### src/rtl/colseq_pkg.sv
package colseq_pkg;

    localparam int COL_W  = 9;
    localparam int MODE_W = 12;

    localparam logic [2:0] LEN_PAGE = 3'b111;

    typedef struct packed {
        logic [2:0] len_code;
        logic       interleave;
        logic [1:0] cas;
        logic       wr_single;
    } mode_t;

    localparam mode_t MODE_RESET = '{len_code: 3'b000, interleave: 1'b0,
                                     cas: 2'd2, wr_single: 1'b0};

    function automatic logic len_legal(input logic [2:0] code);
        return (code <= 3'b011) || (code == LEN_PAGE);
    endfunction

    function automatic logic word_legal(input logic [MODE_W-1:0] w);
        logic lat_ok;
        lat_ok = (w[6:4] == 3'b001) || (w[6:4] == 3'b010) || (w[6:4] == 3'b011);
        return len_legal(w[2:0]) && !((w[2:0] == LEN_PAGE) && w[3]) && lat_ok
            && (w[11:10] == 2'b00) && (w[8:7] == 2'b00);
    endfunction

    function automatic mode_t decode_word(input logic [MODE_W-1:0] w);
        mode_t m;
        m.len_code   = w[2:0];
        m.interleave = w[3];
        m.cas        = w[5:4];
        m.wr_single  = w[9];
        return m;
    endfunction

endpackage

### src/rtl/colseq_mode_reg.sv
module colseq_mode_reg
    import colseq_pkg::*;
(
    input  logic              clk,
    input  logic              rst,
    input  logic              load,
    input  logic              busy,
    input  logic [MODE_W-1:0] word,
    output mode_t             mode_q,
    output logic              err_q
);

    always_ff @(posedge clk) begin
        if (rst) begin
            mode_q <= MODE_RESET;
            err_q  <= 1'b0;
        end else if (load && !busy) begin
            if (word_legal(word)) begin
                mode_q <= decode_word(word);
                err_q  <= 1'b0;
            end else begin
                err_q  <= 1'b1;
            end
        end
    end

    a_r8_load_blocked: assert property (@(posedge clk) disable iff (rst)
        (load && busy) |=> ($stable(mode_q) && $stable(err_q)));

    a_r7_bad_word_kept: assert property (@(posedge clk) disable iff (rst)
        (load && !busy && !word_legal(word)) |=> (err_q && $stable(mode_q)));

    a_r6_cas_legal: assert property (@(posedge clk) disable iff (rst)
        mode_q.cas != 2'd0);

endmodule

### src/rtl/colseq_beat_ctrl.sv
module colseq_beat_ctrl
    import colseq_pkg::*;
#(
    parameter int CW = COL_W
) (
    input  logic          clk,
    input  logic          rst,
    input  logic          cmd_valid,
    input  logic          cmd_write,
    input  logic [CW-1:0] cmd_col,
    input  logic          term,
    input  logic [2:0]    len_code,
    input  logic          interleave,
    input  logic          wr_single,
    output logic          active,
    output logic [CW-1:0] beat,
    output logic [CW-1:0] start,
    output logic [CW-1:0] mask,
    output logic          ilv,
    output logic          page,
    output logic          last
);

    logic          single;
    logic [CW-1:0] new_mask;
    logic          new_page;

    assign single   = cmd_write && wr_single;
    assign new_page = !single && (len_code == LEN_PAGE);

    always_comb begin
        if (single)
            new_mask = '0;
        else if (len_code == LEN_PAGE)
            new_mask = '1;
        else
            new_mask = CW'((1 << len_code[1:0]) - 1);
    end

    assign last = active && !page && (beat == mask);

    always_ff @(posedge clk) begin
        if (rst) begin
            active <= 1'b0;
            beat   <= '0;
            start  <= '0;
            mask   <= '0;
            ilv    <= 1'b0;
            page   <= 1'b0;
        end else if (cmd_valid) begin
            active <= 1'b1;
            beat   <= '0;
            start  <= cmd_col;
            mask   <= new_mask;
            ilv    <= interleave;
            page   <= new_page;
        end else if (active) begin
            if (term || last)
                active <= 1'b0;
            else
                beat <= beat + 1'b1;
        end
    end

    a_r12_term_stops: assert property (@(posedge clk) disable iff (rst)
        (term && !cmd_valid) |=> !active);

    a_r1_end_after_last: assert property (@(posedge clk) disable iff (rst)
        (last && !cmd_valid) |=> !active);

    a_r10_beat_advance: assert property (@(posedge clk) disable iff (rst)
        (active && !last && !term && !cmd_valid) |=> (active && beat == $past(beat) + 1'b1));

endmodule

### src/rtl/colseq_addr_gen.sv
module colseq_addr_gen #(
    parameter int CW = colseq_pkg::COL_W
) (
    input  logic [CW-1:0] start,
    input  logic [CW-1:0] beat,
    input  logic [CW-1:0] mask,
    input  logic          ilv,
    output logic [CW-1:0] col
);

    logic [CW-1:0] seq_col;
    logic [CW-1:0] xor_col;

    assign seq_col = (start & ~mask) | ((start + beat) & mask);
    assign xor_col = start ^ (beat & mask);
    assign col     = ilv ? xor_col : seq_col;

endmodule

### src/rtl/sdram_colseq.sv
module sdram_colseq
    import colseq_pkg::*;
#(
    parameter int CW = COL_W
) (
    input  logic              clk,
    input  logic              rst,
    input  logic              mode_load,
    input  logic [MODE_W-1:0] mode_word,
    input  logic              cmd_valid,
    input  logic              cmd_write,
    input  logic [CW-1:0]     cmd_col,
    input  logic              term,
    output logic [CW-1:0]     col_out,
    output logic              col_valid,
    output logic              col_last,
    output logic [1:0]        cas_lat,
    output logic              mode_err
);

    mode_t         mode_q;
    logic          active;
    logic [CW-1:0] beat;
    logic [CW-1:0] start;
    logic [CW-1:0] mask;
    logic          ilv;
    logic          page;
    logic          last;

    colseq_mode_reg u_mode (
        .clk    (clk),
        .rst    (rst),
        .load   (mode_load),
        .busy   (active),
        .word   (mode_word),
        .mode_q (mode_q),
        .err_q  (mode_err)
    );

    colseq_beat_ctrl #(.CW(CW)) u_beat (
        .clk        (clk),
        .rst        (rst),
        .cmd_valid  (cmd_valid),
        .cmd_write  (cmd_write),
        .cmd_col    (cmd_col),
        .term       (term),
        .len_code   (mode_q.len_code),
        .interleave (mode_q.interleave),
        .wr_single  (mode_q.wr_single),
        .active     (active),
        .beat       (beat),
        .start      (start),
        .mask       (mask),
        .ilv        (ilv),
        .page       (page),
        .last       (last)
    );

    colseq_addr_gen #(.CW(CW)) u_addr (
        .start (start),
        .beat  (beat),
        .mask  (mask),
        .ilv   (ilv),
        .col   (col_out)
    );

    assign col_valid = active;
    assign col_last  = last;
    assign cas_lat   = mode_q.cas;

    a_r10_first_beat: assert property (@(posedge clk) disable iff (rst)
        cmd_valid |=> (col_valid && col_out == $past(cmd_col)));

    a_r5_single_write: assert property (@(posedge clk) disable iff (rst)
        (cmd_valid && cmd_write && mode_q.wr_single) |=> col_last);

    a_r4_page_step: assert property (@(posedge clk) disable iff (rst)
        (col_valid && page && !term && !cmd_valid)
        |=> (col_valid && !col_last && col_out == $past(col_out) + 1'b1));

endmodule

### config.mk
export PLATFORM = sky130hd
export DESIGN_NAME = sdram_colseq
export DESIGN_NICKNAME = d
export VERILOG_FILES = /design/src/rtl/colseq_pkg.sv /design/src/rtl/colseq_mode_reg.sv /design/src/rtl/colseq_beat_ctrl.sv /design/src/rtl/colseq_addr_gen.sv /design/src/rtl/sdram_colseq.sv
export SDC_FILE = /design/constraint.sdc
export NUM_CORES = 1
export LEC_CHECK = 0
export ABC_AREA = 1
export BUFFER_PORTS_ARGS = -buffer_cell sky130_fd_sc_hd__buf_2
export CAP_MARGIN = 15
export CORE_MARGIN = 1.5
export CORE_UTILIZATION = 40
export DETAILED_ROUTE_END_ITERATION = 16
export PLACE_DENSITY = 0.72
export SKIP_LAST_GASP = 1
export SLEW_MARGIN = 15
export SYNTH_ARGS = -nofsm -noshare
export SYNTH_HDL_FRONTEND = slang
export SYNTH_SLANG_ARGS = --single-unit
### constraint.sdc
create_clock -name clk -period 4.9 [get_ports clk]
set_input_delay 1.47 -clock clk [delete_from_list [all_inputs] [get_ports clk]]
set_output_delay 1.47 -clock clk [all_outputs]
set_load 0.01 [all_outputs]
==> impl_metrics.tcl, run 1 <==
set metrics [dict create \
    ctsResizeCount 0 \
    antenna_found_initial 0 \
    final_cell_mix "66 x nand2_1, 40 x buf_2, 38 x inv_1, 36 x dfxtp_1, 32 x a21oi_1" \
    port_buffers 40 \
    synthCells 330 \
    synth-xor-area-share_pct 4.55 \
    totalWireLength_um 5440 \
    num_antenna_cells 0 \
    cp.required_ns 3.43 \
    finClkSkew_ns 0.00629 \
    synth_edf_count 0 \
    rsz0062_at_grt "false" \
    crit_slowest_cell "dfxtp_1" \
    setup_ws_ns 1.26 \
    die_h_um 79.0 \
    p_leak_nw 1.26 \
    critical_path_buf_inv_count 3 \
    synthAdderAreaFrac_pct 11.2 \
    slew_violations 0 \
    setup_tns_ns 0 \
    slew_headroom_pct 58.4 \
    rows 27 \
    fin_crit_ns 3.64 \
    cts_setup_buffers 0 \
    max-cap-violations 0 \
    instances_no_fill 441 \
    synth_seq_cells 36 \
    numClockSinks 36 \
    layout_commonest_cell "nand2_1" \
    synth_top_family_by_area "simple AND/OR/NAND/NOR gates" \
    setup_viol 0 \
    worstPathMaxFanout 4 \
    synth-seq-area-share_pct 31.2 \
    antenna_left 0 \
    die_x_um 79.0 \
    htreeDepth 2 \
    ys_types 35 \
    drive_gt1_share_pct 17.3 \
    synth_compound_area_share_pct 16.2 \
    slowest_delay_ns 0.41 \
    peakVddDrop_v 0.000133 \
    area_growth_pct 14.3 \
    drc 0 \
    cts_tree "built" \
    post-route-period-util_pct 74.4 \
    gp_congestion 0.899 \
    overflow 0 \
    drt_pass1_iterations 4 \
    root_buffer "clkbuf_8" \
    cts.clk_slew.worst_paths_ns 0.07 \
    hold_path.class "flop to flop" \
    grt_pass1_wl_um 9220 \
    first_iter_violations 92 \
    path_class "flop to output pin" \
    synth_fp_nets 377 \
    cp_top_family "simple AND/OR/NAND/NOR gates" \
    syn_avg_cell_area_um2 7.00 \
    crit_chain "ha_1, inv_1, fa_1, inv_1, nand2_1, nand2_1, nand3_1, nand2_1, nand2_1, nand3_1, nand2_1, nand2_1, nand2_1, buf_2" \
    worstMarginPinSlew_ns 0.624 \
    start_util_pct 41.7 \
    outcome "finished clean" \
    grt_usage_pct 18.8 \
    ctsHoldBuffers 0 \
    grt_max_degree 22 \
    ctsLongestPathBuffers 2 \
    hold_viol 0 \
    synth_mux_area_share_pct 0 \
    placedCellCount 433 \
    syn_area_mm2 0.00231 \
    final_nets 415 \
    yosysWarningCount 0 \
    synthArstFlopShare_pct 0 \
    routed_via_density 4.98 \
    clock.fmax_mhz 274 \
    powerDensity_mw_per_mm2 231 \
    insertion_delay_ns 0.29 \
    core_mm2 0.00554 \
    grt_pass1_vias 2039 \
    vias 2195 \
    numCtsBuffers 5 \
    critPathCaptureType "output pin" \
    start_kind "flop" \
    dp_hpwl_um 4190 \
    crit_top_cell "nand2_1" \
    arrival_ns 2.17 \
    dieArea_mm2 0.00624 \
    ioPinCount 41 \
    place_ws_ns 1.57 \
    ys.flop_type "dfxtp_1" \
    wl_per_cell_um 12.3 \
    synth-simple-area-share_pct 27.8 \
]
sequential cells by signal, indices dropped and copies added, names as in the netlist:
name and cells:
u_beat.beat 9, u_beat.start 9, u_beat.mask 7, u_mode.mode_q 7
u_beat.active 1, u_beat.ilv 1, u_beat.page 1, u_mode.err_q 1
area by class of cell:
class | count | area, um^2
Tap cell | 72 | 90.1
Timing Repair Buffer | 40 | 200
Clock buffer | 8 | 90.1
Multi-Input combinational cell | 242 | 1380
Sequential cell | 36 | 721
Inverter | 43 | 161
Fill cell | 551 | 2900
per-stage QoR:
stage               hold WS [ns]  total power, W  utilization, %  area, um^2
finish                     0.459        0.000609            47.7        2640
global route               0.498        0.000640            47.7        2640
CTS                        0.463        0.000614            47.7        2640
detailed placement         0.452        0.000396            46.1        2550
global placement           0.442        0.000394            46.1        2550
floorplan                  0.430        0.000365               -        2310
worst min-delay path: stages, from the launching register on:
cell and delay, ns:
dfxtp_1 0.30, inv_1 0.06, a21oi_1 0.06
synth_stat cells (2+ instances only):
cell	count	area, um^2
a21oi_1	32	160
buf_2	3	15.0
buf_4	3	22.5
clkbuf_1	3	11.3
dfxtp_1	36	721
ha_1	19	238
inv_1	38	143
inv_2	5	18.8
nand2_1	66	248
nand2_2	4	25.0
nand3_1	29	145
nand4_1	4	25.0
nor2_1	25	93.8
nor2_2	2	12.5
nor3_1	4	20.0
o21ai_0	18	90.1
o21ai_1	8	40.0
o22ai_1	3	18.8
or2_1	2	12.5
xnor2_1	5	43.8
xor2_1	7	61.3
power by group:
group	total [W]	internal (W)	switching [W]	leakage (nW)
logic	0.0000810	0.0000324	0.0000486	0.922
clock network	0.000220	0.000115	0.000105	0.0455
registers	0.000308	0.000300	0.00000848	0.293
path summary, 6_finish.rpt:
| path | slack [ns] | start | depth (start not counted) | endpoint |
|---|---|---|---|---|
| setup / recovery | 1.26 | u_beat.start[0]$_SDFFE_PP0P_ | 14 | col_out[8] |
| hold reg to reg | 0.46 | u_mode.mode_q[6]$_SDFFE_PP0P_ | 2 | u_mode.mode_q[6]$_SDFFE_PP0P_ |
| hold / removal | 0.46 | u_mode.mode_q[6]$_SDFFE_PP0P_ | 2 | u_mode.mode_q[6]$_SDFFE_PP0P_ |
| setup reg to reg | 2.76 | u_beat.beat[3]$_SDFFE_PP0P_ | 7 | u_beat.beat[0]$_SDFFE_PP0P_ |
metal layers:
metal	vias up	wire length, um	GRT usage, %
met5	-	0	0
met4	0	75	7.54
met3	8	284	4.25
met2	58	2540	31.2
met1	965	2540	23.4
li1	1164	-	-
kinds of logic after synthesis:
kind of cell / count (synthesis)
compound gates: 68
xor+xnor: 12
fa+ha+maj: 20
buf+inv: 52
flops: 36
simple gates: 142
Note: power is estimated with default switching activity, not from simulation.
==> run 2: changes to the inputs <==
Settings changed: PLACE_DENSITY 0.72 to 0.75.
Clock period 4.9 ns to 3.3 ns, I/O delays scaled along.
==> impl_metrics.tcl, run 2 (synthesized netlist as in run 1, its figures left out) <==
set metrics [dict create \
    die_h_um 79.0 \
    hold_viol 0 \
    clock.fmax_mhz 323 \
    area_growth_pct 17.1 \
    grt_pass1_vias 2220 \
    slew_violations 0 \
    ioPinCount 41 \
    busiest_layer "met2" \
    ctsHoldBuffers 0 \
    routed_via_density 5.04 \
    multi_input_area_mm2 0.00140 \
    final_nets 418 \
    use_met2_pct 34.8 \
    nFillCells 578 \
    whs_ns 0.459 \
    top_regs "u_beat.beat (9), u_beat.start (9)" \
    peakVddDrop_v 0.000201 \
    ff_latch_area_um2 724 \
    hold_path.class "flop to flop" \
    setup_viol 0 \
    layout_commonest_cell "nand2_1" \
    utilization_pct 48.8 \
    post-route-period-util_pct 93.8 \
    final_area_mm2 0.00271 \
    slew_headroom_pct 72.4 \
    grtUsageMet3_pct 4.25 \
    die_x_um 79.0 \
    root_buffer "clkbuf_8" \
    vias 2239 \
    powerDensity_mw_per_mm2 362 \
    antenna_left 0 \
    overflow 0 \
    fin_crit_ns 3.10 \
    final_cell_mix "65 x nand2_1, 40 x buf_2, 38 x inv_1, 33 x dfxtp_1, 32 x a21oi_1" \
    grt_max_degree 21 \
    rows 27 \
    outcome "finished clean" \
    first_iter_violations 138 \
    finClkSkew_ns 0.0108 \
    numCtsBuffers 5 \
    worstMarginPinSlew_ns 0.413 \
    htreeDepth 2 \
    met1_usage_pct 24.8 \
    p_leak_nw 1.28 \
    critPathCaptureType "output pin" \
    cts_tree "built" \
    max-cap-violations 0 \
    cp.required_ns 2.31 \
    port_buffers 40 \
    start_util_pct 41.7 \
    drc 0 \
    rsz0062_at_grt "false" \
    cts_setup_buffers 0 \
    core_mm2 0.00554 \
    insertion_delay_ns 0.29 \
    setup_tns_ns 0 \
    drt_pass1_iterations 4 \
    worstPathMaxFanout 5 \
    post_dp_cell_area_mm2 0.00257 \
    arrival_ns 2.11 \
    dieArea_mm2 0.00624 \
    wl_per_cell_um 12.9 \
    path_class "flop to output pin" \
    drive_gt1_share_pct 19.9 \
    antenna_found_initial 0 \
    num_antenna_cells 0 \
    dp_hpwl_um 4320 \
    grt_usage_pct 20.3 \
    gp_congestion 0.939 \
    cts.clk_slew.worst_paths_ns 0.08 \
    ctsResizeCount 0 \
    grt_pass1_wl_um 9880 \
    numClockSinks 36 \
    ctsLongestPathBuffers 2 \
    start_kind "flop" \
    totalWireLength_um 5720 \
]
run 2: path summary, 6_finish.rpt:
| path | slack, ns | cells past startpoint | from | to |
|---|---|---|---|---|
| min reg2reg | 0.46 | 2 | u_mode.mode_q[6]$_SDFFE_PP0P_ | u_mode.mode_q[6]$_SDFFE_PP0P_ |
| max reg2reg | 1.34 | 8 | u_beat.beat[3]$_SDFFE_PP0P_ | u_beat.beat[8]$_SDFFE_PP0P_ |
| max | 0.20 | 14 | u_beat.beat[0]$_SDFFE_PP0P_ | col_out[8] |
| min | 0.46 | 2 | u_mode.mode_q[6]$_SDFFE_PP0P_ | u_mode.mode_q[6]$_SDFFE_PP0P_ |
run 2: layout make-up:
| cell class | count | share of cell area (%) |
|---|---|---|
| sequential | 36 | 26.8 |
| tap | 72 | 3.33 |
| clock inverter | 3 | 1.57 |
| multi-input combinational | 242 | 51.6 |
| timing repair buffer | 43 | 8.23 |
| clock buffer | 5 | 2.54 |
| inverter | 43 | 5.97 |
run 2: through the flow:
stage          power (W)  setup WS [ns]  cells
5_1_grt          0.00103         0.0303    444
3_5_place_dp    0.000593          0.389    436
2_1_floorplan   0.000542          0.676    330
4_1_cts         0.000986         0.0745    444
6_report        0.000980          0.204    444
3_3_place_gp    0.000590          0.489    436
run 2: critical path, stage by stage, from the launching register on:
cell and delay (ns):
dfxtp_2 0.39, ha_4 0.16, inv_1 0.05, fa_1 0.35, inv_1 0.08, nand2_1 0.08
nand2_2 0.09, nand3_1 0.11, nand2_1 0.09, nand2_1 0.06, nand3_1 0.09, nand2_1 0.06
nand2_1 0.05, nand2_1 0.04, buf_2 0.13
run 2: power by group:
group          internal (W)  switching (W)
clock              0.000224       0.000173
sequential         0.000445      0.0000124
combinational     0.0000513      0.0000747
total              0.000720       0.000260
run 2: per-layer routing:
layer / vias to the layer above / routed length [um] / share of wire (%)
li1: 1169 / - / -
met3: 12 / 298 / 5.2
met1: 993 / 2640 / 46
met2: 65 / 2660 / 46
met4: 0 / 128 / 2.2
met5: - / 0 / 0
